$ cat src/rtl/slpw_pkg.sv
package slpw_pkg;
  typedef enum logic [1:0] {
    ST_RUN    = 2'd0,
    ST_SLEEP  = 2'd1,
    ST_OST    = 2'd2,
    ST_RESUME = 2'd3
  } slpw_state_e;

  typedef enum logic [1:0] {
    OSC_LP = 2'd0,
    OSC_XT = 2'd1,
    OSC_HS = 2'd2,
    OSC_RC = 2'd3
  } slpw_osc_e;

  // crystal-type modes need the start-up hold, RC does not
  function automatic logic needs_ost(input logic [1:0] mode);
    return mode != OSC_RC;
  endfunction
endpackage

$ cat src/rtl/slpw_wake_sel.sv
module slpw_wake_sel #(
  parameter int N_IRQ = 4,
  parameter logic [N_IRQ-1:0] ASYNC_MASK = '1
) (
  input  logic [N_IRQ-1:0] irq_pend,
  input  logic [N_IRQ-1:0] irq_en,
  input  logic             wdt_en,
  input  logic             wdt_timeout,
  output logic             wake_irq,
  output logic             wake_wdt,
  output logic             wake_any
);
  logic [N_IRQ-1:0] qual;

  for (genvar i = 0; i < N_IRQ; i++) begin : g_line
    if (ASYNC_MASK[i]) begin : g_async
      assign qual[i] = irq_pend[i] & irq_en[i];
    end else begin : g_clocked
      assign qual[i] = 1'b0;
    end
  end

  assign wake_irq = |qual;
  assign wake_wdt = wdt_en & wdt_timeout;
  assign wake_any = wake_irq | wake_wdt;
endmodule

$ cat src/rtl/slpw_ost_timer.sv
module slpw_ost_timer #(
  parameter int OST_CYCLES = 1024
) (
  input  logic clk,
  input  logic rst,
  input  logic start,
  input  logic run,
  output logic done
);
  localparam int CW = $clog2(OST_CYCLES + 1);
  localparam logic [CW-1:0] LAST = CW'(OST_CYCLES - 1);

  logic [CW-1:0] cnt;

  always_ff @(posedge clk) begin
    if (rst || start) cnt <= '0;
    else if (run && cnt != LAST) cnt <= cnt + 1'b1;
  end

  assign done = run && (cnt == LAST);
endmodule

$ cat src/rtl/slpw_status_flags.sv
module slpw_status_flags (
  input  logic clk,
  input  logic rst,
  input  logic enter,
  input  logic wdt_wake,
  output logic pd_flag,
  output logic to_flag
);
  always_ff @(posedge clk) begin
    if (rst) begin
      pd_flag <= 1'b1;
      to_flag <= 1'b1;
    end else begin
      if (enter) pd_flag <= 1'b0;
      if (wdt_wake) to_flag <= 1'b0;
      else if (enter) to_flag <= 1'b1;
    end
  end
endmodule

$ cat src/rtl/sleep_wake_ctrl.sv
module sleep_wake_ctrl
  import slpw_pkg::*;
#(
  parameter int N_IRQ = 4,
  parameter logic [N_IRQ-1:0] ASYNC_MASK = 4'b0111,
  parameter int OST_CYCLES = 1024
) (
  input  logic             clk,
  input  logic             rst,
  input  logic             sleep_req,
  input  logic             ext_rst,
  input  logic             wdt_en,
  input  logic             wdt_timeout,
  input  logic [N_IRQ-1:0] irq_pend,
  input  logic [N_IRQ-1:0] irq_en,
  input  logic             gie,
  input  logic [1:0]       osc_mode,
  output logic             clk_run,
  output logic             wdt_clr,
  output logic             pd_flag,
  output logic             to_flag,
  output logic             resume,
  output logic             vector_sel,
  output logic             core_reset
);
  slpw_state_e state_q, state_d;
  logic wake_irq, wake_wdt, wake_any;
  logic enter, wake_now, ost_start, ost_done;
  logic vec_lat;

  slpw_wake_sel #(.N_IRQ(N_IRQ), .ASYNC_MASK(ASYNC_MASK)) u_wake (
    .irq_pend(irq_pend), .irq_en(irq_en), .wdt_en(wdt_en),
    .wdt_timeout(wdt_timeout), .wake_irq(wake_irq),
    .wake_wdt(wake_wdt), .wake_any(wake_any)
  );

  slpw_ost_timer #(.OST_CYCLES(OST_CYCLES)) u_ost (
    .clk(clk), .rst(rst), .start(ost_start),
    .run(state_q == ST_OST), .done(ost_done)
  );

  slpw_status_flags u_flags (
    .clk(clk), .rst(rst), .enter(enter),
    .wdt_wake(wake_now & wake_wdt),
    .pd_flag(pd_flag), .to_flag(to_flag)
  );

  always_comb begin
    state_d  = state_q;
    enter    = 1'b0;
    wake_now = 1'b0;
    if (ext_rst) begin
      state_d = ST_RUN;
    end else begin
      unique case (state_q)
        ST_RUN: if (sleep_req) begin
          enter = 1'b1;
          if (wake_any) begin
            wake_now = 1'b1;
            state_d  = ST_RESUME;
          end else begin
            state_d = ST_SLEEP;
          end
        end
        ST_SLEEP: if (wake_any) begin
          wake_now = 1'b1;
          state_d  = needs_ost(osc_mode) ? ST_OST : ST_RESUME;
        end
        ST_OST:    if (ost_done) state_d = ST_RESUME;
        ST_RESUME: state_d = ST_RUN;
        default:   state_d = ST_RUN;
      endcase
    end
  end

  assign ost_start = (state_q != ST_OST) && (state_d == ST_OST);

  always_ff @(posedge clk) begin
    if (rst) begin
      state_q    <= ST_RUN;
      clk_run    <= 1'b1;
      wdt_clr    <= 1'b0;
      resume     <= 1'b0;
      vector_sel <= 1'b0;
      core_reset <= 1'b0;
      vec_lat    <= 1'b0;
    end else begin
      state_q    <= state_d;
      clk_run    <= (state_d == ST_RUN) || (state_d == ST_RESUME);
      wdt_clr    <= enter;
      resume     <= (state_d == ST_RESUME);
      core_reset <= ext_rst;
      if (wake_now) vec_lat <= gie;
      vector_sel <= (state_d == ST_RESUME) && (wake_now ? gie : vec_lat);
    end
  end
endmodule

$ cat config.mk
export PLATFORM = sky130hd
export DESIGN_NAME = sleep_wake_ctrl
export DESIGN_NICKNAME = d
export VERILOG_FILES = /design/src/rtl/slpw_pkg.sv /design/src/rtl/slpw_wake_sel.sv /design/src/rtl/slpw_ost_timer.sv /design/src/rtl/slpw_status_flags.sv /design/src/rtl/sleep_wake_ctrl.sv
export SDC_FILE = /design/constraint.sdc
export NUM_CORES = 1
export LEC_CHECK = 0
export BUFFER_PORTS_ARGS = -buffer_cell sky130_fd_sc_hd__buf_2
export CELL_PAD_IN_SITES_DETAIL_PLACEMENT = 1
export CELL_PAD_IN_SITES_GLOBAL_PLACEMENT = 2
export CORE_ASPECT_RATIO = 1.1
export CORE_UTILIZATION = 32
export DETAILED_ROUTE_END_ITERATION = 10
export PLACE_DENSITY = 0.93
export SYNTH_ARGS = -nofsm -noshare
export SYNTH_HDL_FRONTEND = slang
export SYNTH_SLANG_ARGS = --single-unit
$ cat constraint.sdc
create_clock -name clk -period 5.1 [get_ports clk]
set_input_delay 0.255 -clock clk [delete_from_list [all_inputs] [get_ports clk]]
set_output_delay 0.255 -clock clk [all_outputs]
set_load 0.02 [all_outputs]
==> reports/results.tsv <==
stage	metric	value	unit
floorplan	# IOs	24	
routing	# DRC	0	
routing	1st-pass router iterations	4	
worst_setup_path	max incr delay on CP	0.39	ns
flow_run	max-cap check violation count	0	
clocking	clock buffer depth	2	
sta	fmax	0.460	GHz
floorplan	die height	58.2	um
floorplan	Std-Cell Rows	20	
worst_setup_path	cell with the most instances on the worst path	ha_1	
worst_hold_path	min-delay worst type	in2reg	
power_and_ir_drop	P per Cell Area	264	mW/mm2
placed_design	IO Port Bufs	21	
placed_design	Placed Instances	151	
global_route	gr usage total	0.149	
worst_setup_path	CP max stage cell	dfxtp_1	
synthesis	cells after synthesis	100	
final_layout	Area Overhead vs Synth	17.4	%
synthesis	Seq cells post-synth	21	
global_route	first-pass GRT wire length	3420	um
floorplan	Initial Util	0.334	
power_and_ir_drop	worst vdd ir	0.129	mV
global_route	number of global-route vias before repair	799	
sta	setup TNS	0	ns
floorplan	Core Area	0.00275	mm2
routing	WL/cell	13.0	um
sta	Hold Fails Final Rpt	0	
routing	Detailed Route WL	2020	um
sta	slew of the pin with the lowest slew margin	0.915	ns
worst_setup_path	Setup CP Type	reg2reg	
floorplan	die area	0.00309	mm2
synthesis	Ys Warns	0	
worst_setup_path	Req. time, crit path	5.32	ns
synthesis	Syn Std Cell Area	918	um2
routing	Vias	832	
worst_setup_path	CP Launch Type	register	
worst_hold_path	Hold Crit Start	ext_rst	
power_and_ir_drop	Leak	0.434	nW
clocking	clock latency at the later pin of the worst-skew pair	0.30	ns
worst_setup_path	WP depth	7	
worst_hold_path	hold endpoint	core_reset$_SDFF_PP0_	
worst_setup_path	crit end category	register	
clocking	CTS tree	done	
worst_setup_path	CP max FO	11	
worst_hold_path	WHS Path Cells	2	
sta	Worst Clk Skew	0.00110	ns
placed_design	DP HPWL	1530	um
sta	Final setup viols	0	
global_route	largest net degree at the start of global routing	16	
clocking	Worst-path clk slew	0.12	ns
worst_setup_path	CP Buf/Inv Count	0	
routing	post-route ant nets	0	
sta	period utilization	0.427	
sta	Tmin final	2.18	ns
sta	unrepaired setup endpoints after global routing	no	
placed_design	Routability Congestion	0.700	
synthesis	mean area per synthesized cell	9.18	um2
routing	drt via density	5.37	
clocking	Resized Gates After CTS	0	
clocking	Sink Count	21	
worst_setup_path	cell family with most CP delay	compound AO/OA/AOI/OAI gates	
final_layout	diodes inserted	0	
final_layout	post-route cell area	0.00108	mm2
clocking	hold buffers post-CTS	0	
synthesis	syn_nets	120	
power_and_ir_drop	Pwr Total	0.000285	W
global_route	total gr overflow	0	
outcome	status	complete, no violations	
sta	normalized max-slew margin	0.389	
sta	fin. max-slew vios	0	
worst_setup_path	RR Startpoint	u_ost.cnt[0]$_SDFFE_PP0P_	
worst_setup_path	WP data arrival	2.39	ns
routing	Detailed Route Iter0 Violations	4	
clocking	Num CTS Buffers	3	
clocking	Root Buffer Master	clkbuf_4	
placed_design	worst slack, placed	2.87	ns
final_layout	share of layout cells above drive strength 1	0.230	
placed_design	placement-stage cell area	0.00105	mm2
synthesis	synth unique cells	31	
final_layout	Finished Layout Cells	155	
worst_setup_path	r2r setup slk	2.92	ns
worst_setup_path	R2R Path End	u_ost.cnt[10]$_SDFFE_PP0P_	
clocking	number of post-CTS setup repair buffers	0	
worst_setup_path	worst r2r path cells	7	
global_route	initial antenna violation count	0	
worst_setup_path	critical path cell sequence	ha_1 > nand3_1 > nor4_1 > o31ai_1 > ha_1 > a21o_1 > a311oi_1	
floorplan	die width	53.1	um
clocking	CTS HTree Levels	1	
final_layout	Final nets	143	
sta	final worst slack	2.92	ns
synthesis	Seq/Total Area, Yosys	0.458	
state kept, by name (all words and copies together), names as in the netlist:
name	count
core_reset	1
resume	1
state_q	2
u_flags.to_flag	1
u_ost.cnt	11
u_flags.pd_flag	1
clk_run	1
vector_sel	1
wdt_clr	1
vec_lat	1
worst max path at each step:
| stage | from | to | slack [ns] |
|---|---|---|---|
| global route | u_ost.cnt[0]$_SDFFE_PP0P_ | u_ost.cnt[10]$_SDFFE_PP0P_ | 2.80 |
| global placement | ext_rst | u_ost.cnt[10]$_SDFFE_PP0P_ | 2.93 |
| floorplan | state_q[0]$_SDFF_PP0_ | u_ost.cnt[8]$_SDFFE_PP0P_ | 3.15 |
| finish | u_ost.cnt[0]$_SDFFE_PP0P_ | u_ost.cnt[10]$_SDFFE_PP0P_ | 2.92 |
| detailed placement | ext_rst | u_ost.cnt[10]$_SDFFE_PP0P_ | 2.87 |
| CTS | state_q[1]$_SDFF_PP0_ | u_ost.cnt[10]$_SDFFE_PP0P_ | 2.91 |
cells in the final DEF, fill, tap and decap left out, types with 2 or more instances in the layout:
master and n:
ha_1 3, nand2b_1 2, nor3_1 4, or3_1 5, and3_1 2, a21o_1 3
dfxtp_1 21, nand2_1 3, nand3b_1 2, or4_1 2, mux2i_1 2, buf_2 21
clkbuf_4 3, nor2_1 8, o31ai_1 3, nor2b_1 4, inv_1 4, o21ai_0 6
a22o_1 2, nand3_1 4, a21oi_1 7
cell families after synthesis:
group,share of synthesized area
AND/OR/NAND/NOR,0.255
AO/OA/AOI/OAI,0.185
multiplexers,0.0218
buffers and inverters,0.0300
adder cells (fa/ha/maj),0.0409
XOR/XNOR,0.00954
flip-flops,0.458
synthesized netlist by cell type:
cell / instances / area share
or2_1: 1 / 0.0068
o221ai_1: 1 / 0.0095
buf_2: 1 / 0.0054
a21oi_1: 7 / 0.038
or4b_2: 1 / 0.011
nand4_2: 1 / 0.014
nand2b_1: 2 / 0.014
o2111ai_1: 1 / 0.0095
nor2_1: 8 / 0.033
nor4_1: 1 / 0.0068
nor3_1: 4 / 0.022
or4_1: 2 / 0.016
ha_1: 3 / 0.041
nand2_1: 3 / 0.012
xor2_1: 1 / 0.0095
a22o_1: 2 / 0.019
inv_1: 4 / 0.016
a311oi_1: 1 / 0.0095
mux2i_1: 2 / 0.022
nand3_1: 4 / 0.022
a21o_1: 3 / 0.025
dfxtp_1: 21 / 0.46
nor2b_1: 4 / 0.027
clkbuf_1: 2 / 0.0082
or2_2: 1 / 0.0068
o311ai_2: 1 / 0.018
or3_1: 5 / 0.034
o31ai_1: 3 / 0.025
and3_1: 2 / 0.014
o21ai_0: 6 / 0.033
nand3b_1: 2 / 0.016
final cells by class:
class / count / area (um2)
fillers: 356 / 1670
multi-input cells: 72 / 470
flip-flops and latches: 21 / 420
repair buffers: 21 / 105
well taps: 33 / 41.3
clock buffers: 4 / 26.3
inverters: 4 / 15.0
per-layer routing:
layer | part of all wire | up-vias | GRT usage
met5 | 0 | - | 0
met4 | 0.0094 | 0 | 0.0451
met3 | 0.053 | 2 | 0.0236
met2 | 0.49 | 23 | 0.275
met1 | 0.44 | 399 | 0.170
li1 | - | 408 | -
power breakdown:
| group | internal (W) | switching [W] |
|---|---|---|
| Clock | 0.0000305 | 0.0000498 |
| Sequential | 0.000169 | 0.00000284 |
| Combinational | 0.0000141 | 0.0000192 |
metrics by stage:
step           hold slack [ns]  utilization
6_report                 0.226        0.392
5_1_grt                  0.234        0.392
4_1_cts                  0.212        0.392
3_5_place_dp             0.428        0.382
3_3_place_gp             0.413        0.382
2_1_floorplan            0.383            -
Note: power is estimated with default switching activity, not from simulation.
